[config.mk]
export PLATFORM = sky130hd
export DESIGN_NAME = smac_pipe
export DESIGN_NICKNAME = d
export VERILOG_FILES = /design/src/rtl/smac_pipe.sv
export SDC_FILE = /design/constraint.sdc
export NUM_CORES = 1
export LEC_CHECK = 0
export BUFFER_PORTS_ARGS = -buffer_cell sky130_fd_sc_hd__buf_2
export CAP_MARGIN = 20
export CORE_ASPECT_RATIO = 1.1
export CORE_MARGIN = 1.5
export CORE_UTILIZATION = 55
export CTS_CLUSTER_DIAMETER = 50
export DETAILED_ROUTE_END_ITERATION = 6
export GPL_TIMING_DRIVEN = 0
export PLACE_DENSITY_LB_ADDON = 0.15
export REMOVE_ABC_BUFFERS = 1
export SYNTH_ARGS = -nofsm -noshare
export SYNTH_HDL_FRONTEND = slang
export SYNTH_SLANG_ARGS = --single-unit
[constraint.sdc]
create_clock -name clk -period 9.5 [get_ports clk]
set_input_delay 0.475 -clock clk [delete_from_list [all_inputs] [get_ports clk]]
set_output_delay 0.475 -clock clk [all_outputs]
set_load 0.03 [all_outputs]
[src/rtl/smac_pipe.sv]
module smac_pipe #(
  parameter int A_W     = 12,
  parameter int B_W     = 8,
  parameter int ACC_W   = 27,
  parameter int MUL_LAT = 2
) (
  input  logic             clk,
  input  logic             rst,
  input  logic [A_W-1:0]   a_in,
  input  logic [B_W-1:0]   b_in,
  input  logic             clr_in,
  output logic [ACC_W-1:0] acc_out,
  output logic             out_valid
);
  localparam int P_W     = A_W + B_W;
  localparam int LO_W    = B_W / 2;
  localparam int HI_W    = B_W - LO_W;
  localparam int OUT_LAT = MUL_LAT + 3;

  logic [A_W-1:0]   a_q;
  logic [B_W-1:0]   b_q;
  logic             clr_q;
  logic [P_W-1:0]   pp_lo_q, pp_hi_q;
  logic [P_W-1:0]   prod_pipe [2:MUL_LAT];
  logic             clr_pipe  [1:MUL_LAT];
  logic [ACC_W-1:0] acc_q;
  logic [OUT_LAT-1:0] vld_q;

  wire [P_W-1:0] a_x  = {{B_W{a_q[A_W-1]}}, a_q};
  wire [P_W-1:0] lo_x = {{(P_W-LO_W){1'b0}}, b_q[LO_W-1:0]};
  wire [P_W-1:0] hi_x = {{(P_W-HI_W){b_q[B_W-1]}}, b_q[B_W-1:LO_W]};

  wire [P_W-1:0]   product = prod_pipe[MUL_LAT];
  wire             clr_al  = clr_pipe[MUL_LAT];
  wire [ACC_W-1:0] prod_x  = {{(ACC_W-P_W){product[P_W-1]}}, product};

  always_ff @(posedge clk) begin
    if (rst) begin
      a_q   <= '0;
      b_q   <= '0;
      clr_q <= 1'b0;
    end else begin
      a_q   <= a_in;
      b_q   <= b_in;
      clr_q <= clr_in;
    end
  end

  always_ff @(posedge clk) begin
    if (rst) begin
      pp_lo_q      <= '0;
      pp_hi_q      <= '0;
      prod_pipe[2] <= '0;
      clr_pipe[1]  <= 1'b0;
    end else begin
      pp_lo_q      <= a_x * lo_x;
      pp_hi_q      <= a_x * hi_x;
      prod_pipe[2] <= pp_lo_q + (pp_hi_q << LO_W);
      clr_pipe[1]  <= clr_q;
    end
  end

  for (genvar k = 2; k <= MUL_LAT; k++) begin : g_clr_dly
    always_ff @(posedge clk) begin
      if (rst) clr_pipe[k] <= 1'b0;
      else     clr_pipe[k] <= clr_pipe[k-1];
    end
  end

  for (genvar k = 3; k <= MUL_LAT; k++) begin : g_prod_dly
    always_ff @(posedge clk) begin
      if (rst) prod_pipe[k] <= '0;
      else     prod_pipe[k] <= prod_pipe[k-1];
    end
  end

  always_ff @(posedge clk) begin
    if (rst) begin
      acc_q   <= '0;
      acc_out <= '0;
      vld_q   <= '0;
    end else begin
      acc_q   <= clr_al ? '0 : acc_q + prod_x;
      acc_out <= acc_q;
      vld_q   <= {vld_q[OUT_LAT-2:0], 1'b1};
    end
  end

  assign out_valid = vld_q[OUT_LAT-1];
endmodule

Word level (Yosys, flattened, before mapping)
Memories as Yosys holds them, arrays and structs flattened.
Index checks and enable logic that the tools add are counted.
- $add $sub $neg: 2
- $mul: 2
- multiplexer cells: 7
- bitwise gates (word level): 3
- reductions and logical operators: 1
- operators with widths (kind ; count):
    27-bit adder ; 1
    20-bit adder ; 1
    20-bit 2-to-1 mux ; 1
    12-bit by 5-bit multiplier with 17-bit output ; 1
    12-bit by 4-bit multiplier with 16-bit output ; 1
    1-bit 2-to-1 mux ; 6
    1-bit bitwise OR ; 3
    2-bit OR reduction ; 1
- flip-flop bits (word level): 116
- memory bits (writable): 22
- input port bits: 23
- output and inout port bits: 28
- word-level logic and storage cells: 26
- memories kept: 2
- memories (memory ; depth ; width ; rd ports ; clocked after memory_dff ; write ports ; RTL line ; source):
    prod_pipe ; 1 ; 20 ; 1 ; 0 ; 1 ; 24 ; logic [P_W-1:0] prod_pipe [2:MUL_LAT];
    clr_pipe ; 2 ; 1 ; 2 ; 0 ; 2 ; 25 ; logic clr_pipe [1:MUL_LAT];

Depth between registers and ports, before layout
Gate-level depths: netlist of the first run.
- depth after elaboration: 3
- mapped depth: 15
- mapped depth without buffers: 15

Least setup slack after synthesis of the first run
OpenSTA, ideal clock, no wires.
- path type: register -> register
- start: register b_q[6]
- end: register pp_hi_q[15]
- setup time: 0.128 ns
- arrival time: 3.969 ns
- required time: 9.372 ns
- path slack: 5.403 ns
- cell stages (with the launch flop): 16
- buffers on the path: 1
- period minus slack after synthesis: 4.097 ns
- cell sequence: dfxtp_1 -> clkbuf_1 -> nand2_1 -> fa_1 -> fa_1 -> inv_1 -> fa_1 -> ha_1 -> fa_1 -> a211oi_1 -> o21bai_1 -> a31o_2 -> a41oi_1 -> a21oi_1 -> xnor2_1 -> nor2_1
- longest elaborated chain between the ends: 1
- RTL lines (item ; RTL line ; source):
    start: declaration ; 21 ; logic [B_W-1:0] b_q;
    start signal: assignment ; 44 ; b_q <= b_in;
    12-bit by 4-bit multiplier with 16-bit output ; 57 ; pp_hi_q <= a_x * hi_x;
    end signal: assignment ; 57 ;
    end: declaration ; 23 ; logic [P_W-1:0] pp_lo_q, pp_hi_q;
No other way between the ends.
A chain may end at the register's enable or synchronous reset.

Final worst setup path of the first run
- start: register b_q[7]
- end: register pp_hi_q[15]
The elaborated chain is that of the path after synthesis.

==> qor.txt, run 1 <==
Residual DRC: 0
most frequent CP cell: fa_1
# nets final: 1,196
Ports: 51
fin cells: 1,237
Core Area: 16,200 sq um
maxcap violations: 0
CTS sink count: 135
clock power share: 40.3%
All-Layer GR Usage: 19.5%
post-route ant nets: 0
CTS buffer count: 17
DIE WIDTH: 125 um
Overflow after GRT: 0
layout cells sized above 1: 10.6%
Tmin final: 4610 ps
gp weighted congestion: 0.845
Tightest Hold Check Type: input pin to register
largest net degree at the start of global routing: 77
setup_tns: 0 ps
htree depth: 4
worst slew pin tran: 547 ps
fin. max-slew vios: 0
Rows: 49
Max Freq: 217 MHz
Inserted Diodes: 0
first-pass GRT wire length: 27.3 mm
router iterations before antenna repair: 4
outcome: finished, final reports clean
Final Hold Vio Count: 0
CP cell instances: nand2b_1 -> fa_1 -> fa_1 -> inv_1 -> fa_1 -> ha_1 -> fa_1 -> a211oi_1 -> o21bai_1 -> a31o_2 -> a41oi_1 -> a21oi_1 -> xnor2_1 -> nor2_1
Relative slew margins: 63.5%
Final Skew: 12.8 ps
Final Util: 62.0%
Post-synth EDFFs: 0
asr flop ratio synth: 0%
Yosys cell types: 63
syn_area_per_cell: 9.27 sq um
number of port buffers: 50
WL final: 16.0 mm
NetSw: 491 uW
sequential share of power: 39.9%
dominant synthesized flop cell: dfxtp_1
Pint: 1.13 mW
Synth Area in Simple Gates: 20.6%
fin crit share: 48.5%
Post-Place Cells: 1,205
Initial Util: 55.8%
Reg clk slew, reported paths: 70 ps
largest family of logic cells by synthesized area: adder cells
CP max FO: 13
xor/xnor cell area share of the yosys netlist: 5.12%
clock buffer depth: 2
Yosys reg bits: 135
Worst Setup Start Kind: register
initial DRC count: 261
clock latency on the worst-skew pair: 420 ps
adder-cell share of the synthesized area: 25.4%
cts hold-fix bufs: 0
Mapped Area: 9060 sq um
vias in the first global route: 6,138
Root Buffer: clkbuf_16
Post-CTS Setup Inserts: 0
Ys Warns: 0
total number of vias: 6,510
critical path class: register to register
Mapped Cells: 978
commonest non-fill, non-tap cells in the layout: dfxtp_1 (135), ha_1 (101), nor2_1 (89)
area delta synth->final: 11.2%
antenna violations before repair: 0
Gate power share: 19.9%
area fraction in compound gates after synthesis: 14.1%
Sw Share: 30.2%
Final setup violation count: 0
multiplexer area fraction after synthesis: 0.469%
Die Ht: 138 um
Critical Path End Type: register
die area: 17,300 sq um
PostCTS Resize Cnt: 0
commonest non-fill, non-tap cell in the layout: dfxtp_1
Worst VDD drop: 133 uV
Pleak: 4.80 nW
Critical Path AT: 4900 ps
Crit-path slowest cell: dfxtp_1
CTS tree: yes
vias per inst: 5.26
register area share after synthesis: 29.8%
DP HPWL: 12.2 mm
wire length per cell: 13.0 um
worst path required time: 9800 ps
cell area power density: 161 nW/um^2
slowest stage delay, CP: 590 ps
RSZ-0062 raised after global routing: false
[power groups by stage]
stage	registers (mW)	logic (mW)	clock network (mW)
floorplan	0.668	0.239	0
global placement	0.661	0.316	0
detailed placement	0.662	0.322	0
CTS	0.649	0.326	0.669
global route	0.654	0.368	0.694
finish	0.648	0.323	0.655
[final timing paths]
kind,from,end,slack [ps],cells past startpoint
setup / recovery,b_q[7],pp_hi_q[15],4890,14
hold / removal,a_in[11],a_q[11],250,2
setup reg to reg,b_q[7],pp_hi_q[15],4890,14
hold reg to reg,vld_q[0],vld_q[1],440,1
[cell families after synthesis]
| family | count (synthesis) |
|---|---|
| AND/OR/NAND/NOR | 352 |
| AO/OA/AOI/OAI | 177 |
| XOR/XNOR | 53 |
| adder cells (fa/ha/maj) | 153 |
| flip-flops | 135 |
| buffers and inverters | 104 |
| multiplexers | 4 |
[area by class of cell]
type                    instances  area, sq um
clock buffers                  18          439
clock inverters                14          154
fillers                      1402         6170
inverters                      76          285
multi-input cells             739         5960
flip-flops and latches        135         2700
well taps                     204          255
repair buffers                 51          280
[sequential cells by signal, indices dropped and copies added, names as in the netlist]
name       cells
clr_pipe       2
pp_hi_q       16
acc_out       27
acc_q         27
prod_pipe     20
pp_lo_q       17
b_q            8
a_q           12
clr_q          1
vld_q          5
[through the flow]
step	power (mW)	hold WS (ps)	instance area, sq um	setup slack (ps)
CTS	1.64	239	10100	4870
global placement	0.977	418	9450	4900
floorplan	0.907	414	8950	5450
detailed placement	0.984	421	9480	4890
finish	1.63	253	10100	4890
global route	1.72	241	10100	4620
[worst max-delay path, delay by kind of cell (launching register included)]
family | cells | cell delay (ps)
and+or+nand+nor | 2 | 220
adders and majority gates | 5 | 2230
AOI/OAI and AO/OA | 5 | 1230
DFF | 1 | 590
xor gates and xnor gates | 1 | 180
buffers and inverters | 1 | 50
[per-layer routing]
layer  share of wire (%)  track usage [%]
met1                  46             22.4
met2                  50             36.1
met3                 2.7             3.81
met4                 1.4             7.32
met5                   0                0
[cell usage after synthesis, drive strengths merged (4+ instances only)]
cell type,count,area [sq um]
nor3,14,80.1
a21o,24,180
inv,76,285
o21a,14,105
nor2b,86,538
clkbuf,22,82.6
fa,52,1040
a31oi,6,67.6
xor2,22,193
o41ai,4,57.6
and3,7,48.8
and2,70,438
nand2b,6,37.5
dfxtp,135,2700
nor3b,4,30.0
a21oi,53,299
a211oi,13,103
nand4,5,31.3
nor2,89,334
nand3,13,65.1
o21ai,34,174
a21boi,4,30.0
buf,6,33.8
a31o,4,35.0
ha,101,1260
nand2,47,176
xnor2,31,272
Note: power is estimated with default switching activity, not from simulation.
==> run 2: changes to the inputs <==
==> constraint.sdc (replaced) <==
create_clock -name clk -period 4.5 [get_ports clk]
set_input_delay 0.225 -clock clk [delete_from_list [all_inputs] [get_ports clk]]
set_output_delay 0.225 -clock clk [all_outputs]
set_load 0.03 [all_outputs]
==> qor.txt, run 2 (synthesis gave the netlist of run 1 again) <==
worst path required time: 4800 ps (-5000 ps)
Crit-path slowest cell: fa_1
Tmin final: 4250 ps (-360 ps)
Final Hold Vio Count: 0 (unchanged)
Rows: 49 (unchanged)
Worst VDD drop: 284 uV (+110%)
commonest non-fill, non-tap cells in the layout: dfxtp_1 (131), ha_1 (101), nor2_1 (89)
htree depth: 4 (unchanged)
fin cells: 1,254 (+1.4%)
Place WS: -113 ps (-5000 ps)
fin crit share: 94.4% (+46 points)
wire length per cell: 13.0 um (+0.11%)
layout cells sized above 1: 11.0% (+0.40 points)
most frequent CP cell: fa_1
clock buffer depth: 2 (unchanged)
critical path class: register to register
Final Skew: 12.7 ps (-0.161 ps)
fin. max-slew vios: 0 (unchanged)
WL final: 16.3 mm (+1.5%)
reg2reg setup slack: 250 ps (-4640 ps)
Critical path buffers and inverters: 1 (unchanged)
commonest non-fill, non-tap cell in the layout: dfxtp_1
initial DRC count: 279 (+6.9%)
Worst R2R End: pp_hi_q[15]
slowest stage delay, CP: 550 ps (-40 ps)
Tightest Hold Check Type: input pin to register
reg2reg path depth: 14 (unchanged)
largest net degree at the start of global routing: 77 (unchanged)
Inserted Diodes: 0 (unchanged)
router iterations before antenna repair: 4 (unchanged)
CTS buffer count: 17 (unchanged)
Initial Util: 55.8% (unchanged)
DIE WIDTH: 125 um (unchanged)
post-route ant nets: 0 (unchanged)
instance count on the critical path: 14 (unchanged)
Ports: 51 (unchanged)
Pleak: 4.88 nW (+1.5%)
clock latency on the worst-skew pair: 430 ps (about the same)
total number of vias: 6,577 (+1.0%)
Die Ht: 138 um (unchanged)
Post-CTS Setup Inserts: 0 (unchanged)
CP max FO: 8 (-5)
vias per inst: 5.24 (-0.34%)
cell area power density: 336 nW/um^2 (+110%)
vias in the first global route: 6,233 (+1.5%)
Core Area: 16,200 sq um (unchanged)
critical path's top delay family: adder cells
worst slew pin tran: 549 ps (+1.44 ps)
final setup margin: 254 ps (-4640 ps)
Root Buffer: clkbuf_16
top flop regs: acc_out x27, acc_q x27, prod_pipe x20
Setup crit end: pp_hi_q[15]
# nets final: 1,213 (+1.4%)
first-pass GRT wire length: 27.6 mm (+1.2%)
Reg clk slew, reported paths: 70 ps (about the same)
Final setup violation count: 0 (unchanged)
DP HPWL: 12.2 mm (unchanged)
All-Layer GR Usage: 19.8% (+0.24 points)
Overflow after GRT: 0 (unchanged)
CTS sink count: 135 (unchanged)
CTS tree: yes
Worst Setup Start Kind: register
launch point of the worst path: a_q[2]
Critical Path End Type: register
RSZ-0062 raised after global routing: false
CP cell instances: nand2_1 -> fa_1 -> fa_1 -> inv_1 -> fa_1 -> ha_1 -> fa_1 -> a211oi_2 -> o21bai_1 -> a31o_2 -> a41oi_2 -> a21oi_1 -> xnor2_1 -> nor2_1
Reg-to-Reg Start: a_q[2]
maxcap violations: 0 (unchanged)
number of port buffers: 50 (unchanged)
antenna violations before repair: 0 (unchanged)
area delta synth->final: 13.3%
die area: 17,300 sq um (unchanged)
Tot Pwr: 3.45 mW (+110%)
Relative slew margins: 63.4% (-0.096 points)
Critical Path AT: 4550 ps (-350 ps)
outcome: finished, final reports clean
Residual DRC: 0 (unchanged)
Post-Place Cells: 1,205 (unchanged)
Max Freq: 236 MHz (+8.5%)
gp weighted congestion: 0.845 (unchanged)
run 2: changes by cell type in the layout (fill, tap and decap cells not counted), sizes merged:
cell         change
dlygate4sd3     +17
run 2: worst min-delay path by stage:
stage,startpoint,end,slack [ps],cells past startpoint
finish,b_in[7],b_q[7],10,2
global route,b_in[7],b_q[7],20,2
CTS,b_in[7],b_q[7],3,2
detailed placement,clr_pipe[1],clr_pipe[2],420,1
global placement,vld_q[3],vld_q[4],420,1
floorplan,rst,acc_out[1],290,1
run 2: per-stage QoR:
stage                     hold WS (ps)  area, sq um  util (%)  TNS, ps
final                             10.0        10300      63.2        0
after global routing              23.1        10300      63.2        0
after CTS                         2.53        10200      63.1        0
after detailed placement           421         9480      58.4     -178
after global placement             418         9450      58.2     -166
after floorplan                    292         8950         -        0
run 2: power by group:
part | internal (mW) | leakage (nW) | switching (mW)
sequential | 1.30 | 1.11 | 0.0648
combinational | 0.302 | 3.48 | 0.395
clock | 0.800 | 0.291 | 0.583
run 2: area by class of cell:
type | count | area [sq um]
multi-input cells | 739 | 5970
fillers | 1375 | 5980
clock inverters | 14 | 154
well taps | 204 | 255
clock buffers | 18 | 439
inverters | 76 | 285
flip-flops and latches | 135 | 2710
repair buffers | 68 | 450
run 2: what timing repair did:
item                                    in CTS  in global routing
gates resized for setup                      2                  5
hold buffers                                17                  0
endpoints found under the setup margin       2                  3
endpoints found under the hold margin       17                  0
run 2: per-layer routing:
metal	up-vias	part of all wire, %	global-route usage [%]
li1	3394	-	-
met1	3077	46	22.6
met2	85	51	36.7
met3	21	2.2	3.81
met4	0	1.4	7.32
met5	-	0	0
run 2: worst reg2reg max path, cell delays in order (launching register included):
cell      delay, ps
dfxtp_1         480
nand2_1         120
fa_1            480
fa_1            550
inv_1            50
fa_1            460
ha_1            260
fa_1            440
a211oi_2        270
o21bai_1        140
a31o_2          280
a41oi_2         250
a21oi_1         110
xnor2_1         170
nor2_1           70
==> run 3: changes to the inputs <==
--- a/config.mk
+++ b/config.mk
@@ -12,7 +12,7 @@
 export CORE_UTILIZATION = 55
 export CTS_CLUSTER_DIAMETER = 50
 export DETAILED_ROUTE_END_ITERATION = 6
-export GPL_TIMING_DRIVEN = 0
+export GPL_TIMING_DRIVEN = 1
 export PLACE_DENSITY_LB_ADDON = 0.15
 export REMOVE_ABC_BUFFERS = 1
 export SYNTH_ARGS = -nofsm -noshare
==> constraint.sdc (replaced) <==
create_clock -name clk -period 4.5 [get_ports clk]
set_input_delay 0.675 -clock clk [delete_from_list [all_inputs] [get_ports clk]]
set_output_delay 0.675 -clock clk [all_outputs]
set_load 0.03 [all_outputs]
==> qor.txt, run 3 (synthesis gave the netlist of run 1 again) <==
critical path class: register to register
antenna violations before repair: 0 (unchanged)
design area: 10,100 sq um (-1.4%)
largest net degree at the start of global routing: 61 (-21%)
worst path required time: 4790 ps (about the same)
Final setup violation count: 0 (unchanged)
M1 wire length: 7.73 mm (+3.6%)
wire length per cell: 13.4 um (+3.6%)
Ports: 51 (unchanged)
count of cells along the worst hold path: 1 (-1)
clock latency on the worst-skew pair: 430 ps (about the same)
met2 wire len: 8.27 mm (+0.57%)
number of port buffers: 50 (unchanged)
vias in the first global route: 6,055 (-2.9%)
DIE WIDTH: 125 um (unchanged)
setup_tns: 0 ps (unchanged)
first-pass GRT wire length: 28.1 mm (+1.7%)
CTS tree: yes
Reg-to-Reg Start: a_q[0]
fin. max-slew vios: 0 (unchanged)
Tightest Hold Check Type: register to register
die area: 17,300 sq um (unchanged)
post-route ant nets: 0 (unchanged)
highest routed metal layer: met4
# nets final: 1,202 (-0.91%)
reg2reg setup slack: 290 ps (+30 ps)
CP max FO: 8 (unchanged)
Root Buffer: clkbuf_16
gp weighted congestion: 0.863 (+2.1%)
CTS buffer count: 17 (unchanged)
All-Layer GR Usage: 20.3% (+0.57 points)
Worst Hold Path EP: prod_pipe[2][3]
WL final: 16.7 mm (+2.7%)
Worst R2R End: pp_hi_q[15]
Residual DRC: 0 (unchanged)
total number of vias: 6,404 (-2.6%)
Final Skew: 14.2 ps (+1.47 ps)
cell area power density: 343 nW/um^2 (+2.2%)
commonest non-fill, non-tap cell in the layout: dfxtp_1
Rows: 49 (unchanged)
outcome: finished, final reports clean
cts hold-fix bufs: 0 (-17)
Worst VDD drop: 273 uV (-3.9%)
Inserted Diodes: 0 (unchanged)
Gate power share: 20.0% (-0.2 points)
Final Hold Vio Count: 0 (unchanged)
initial DRC count: 325 (+16%)
area delta synth->final: 11.7%
RSZ-0062 raised after global routing: false
Sw Share: 29.2% (-1.0 points)
DP HPWL: 12.7 mm (+4.1%)
fin crit share: 93.6% (-0.71 points)
NetSw: 1.02 mW (-2.6%)
Core Area: 16,200 sq um (unchanged)
vias per inst: 5.15 (-1.8%)
min-delay src: pp_lo_q[3]
Initial Util: 55.8% (unchanged)
CTS sink count: 135 (unchanged)
met3 WL: 452 um (+25%)
clock power share: 40.8% (+0.7 points)
Pint: 2.46 mW (+2.3%)
Reg clk slew, reported paths: 60 ps (about the same)
htree depth: 4 (unchanged)
Overflow after GRT: 0 (unchanged)
clock buffer depth: 2 (unchanged)
worst slew pin tran: 643 ps (+94.1 ps)
top flop regs: acc_out x27, acc_q x27, prod_pipe x20
Critical Path AT: 4510 ps (-40 ps)
layout cells sized above 1: 11.3% (+0.31 points)
router iterations before antenna repair: 5 (+1)
Worst Setup Start Kind: register
commonest non-fill, non-tap cells in the layout: dfxtp_1 (134), ha_1 (101), nor2_1 (89)
sequential share of power: 39.3% (-0.4 points)
Post-DP Area: 9510 sq um (+0.26%)
Tmin final: 4210 ps (-32.1 ps)
maxcap violations: 0 (unchanged)
reg2reg path depth: 14 (unchanged)
Pleak: 4.84 nW (-0.81%)
Max Freq: 237 MHz (+0.76%)
Die Ht: 138 um (unchanged)
Relative slew margins: 57.1% (-6.3 points)
Critical Path End Type: register
==> run 3: changes by cell type in the layout (fill, tap and decap cells not counted), moves of 2 or more <==
cell           change
buf_4              +7
clkinv_4           +4
dfxtp_1            +3
dfxtp_2            -2
dlygate4sd3_1     -17
inv_8              -2
==> run 3: worst max path at each step <==
stage,from,endpoint,slack [ps],cells after the start
floorplan,b_q[7],pp_hi_q[15],450,14
global placement,b_q[5],pp_hi_q[15],290,14
detailed placement,b_q[5],pp_hi_q[15],160,14
CTS,b_q[5],pp_hi_q[15],160,14
global route,a_q[0],pp_hi_q[15],30,14
finish,a_q[0],pp_hi_q[15],290,14
==> run 3: power groups by stage <==
stage	Sequential, mW	Clock (mW)	Combinational, mW
4_1_cts	1.37	1.44	0.698
3_3_place_gp	1.39	0	0.682
3_5_place_dp	1.39	0	0.688
6_report	1.37	1.42	0.695
2_1_floorplan	1.41	0	0.504
5_1_grt	1.38	1.50	0.791
==> run 3: layout make-up <==
class,instances,area (sq um)
fill,1435,6120
clock inverter,13,159
clock buffer,19,453
inverter,76,285
multi-input combinational,739,5970
tap,204,255
timing repair buffer,57,305
sequential,135,2700
==> run 3: through the flow <==
stage	setup WS [ps]	utilization (%)	power, mW	hold slack [ps]	instances
detailed placement	156	58.5	2.08	420	1211
floorplan	447	-	1.91	414	950
global placement	292	58.5	2.07	423	1211
finish	286	62.3	3.48	433	1243
global route	32.4	62.3	3.67	454	1243
CTS	161	62.3	3.51	434	1243
==> run 3: per-layer routing <==
layer / vias to the layer above / global-route usage (%)
li1: 3368 / -
met1: 2919 / 24.4
met2: 100 / 36.7
met3: 17 / 3.26
met4: 0 / 7.77
met5: - / 0
==> run 3: worst max-delay path, stage by stage, from the launching register on <==
cell      delay [ps]
dfxtp_1          360
nand2b_1         190
fa_1             510
fa_1             550
inv_1             60
fa_1             450
ha_1             240
fa_1             440
a211oi_2         260
o21bai_1         120
a31o_2           260
a41oi_1          280
a21oi_1          120
xnor2_1          190
nor2_1            50
==> run 3: what timing repair did <==
action	CTS	global route
endpoints found under the setup margin	0	2
setup buffers	0	0
gates resized for setup	0	2
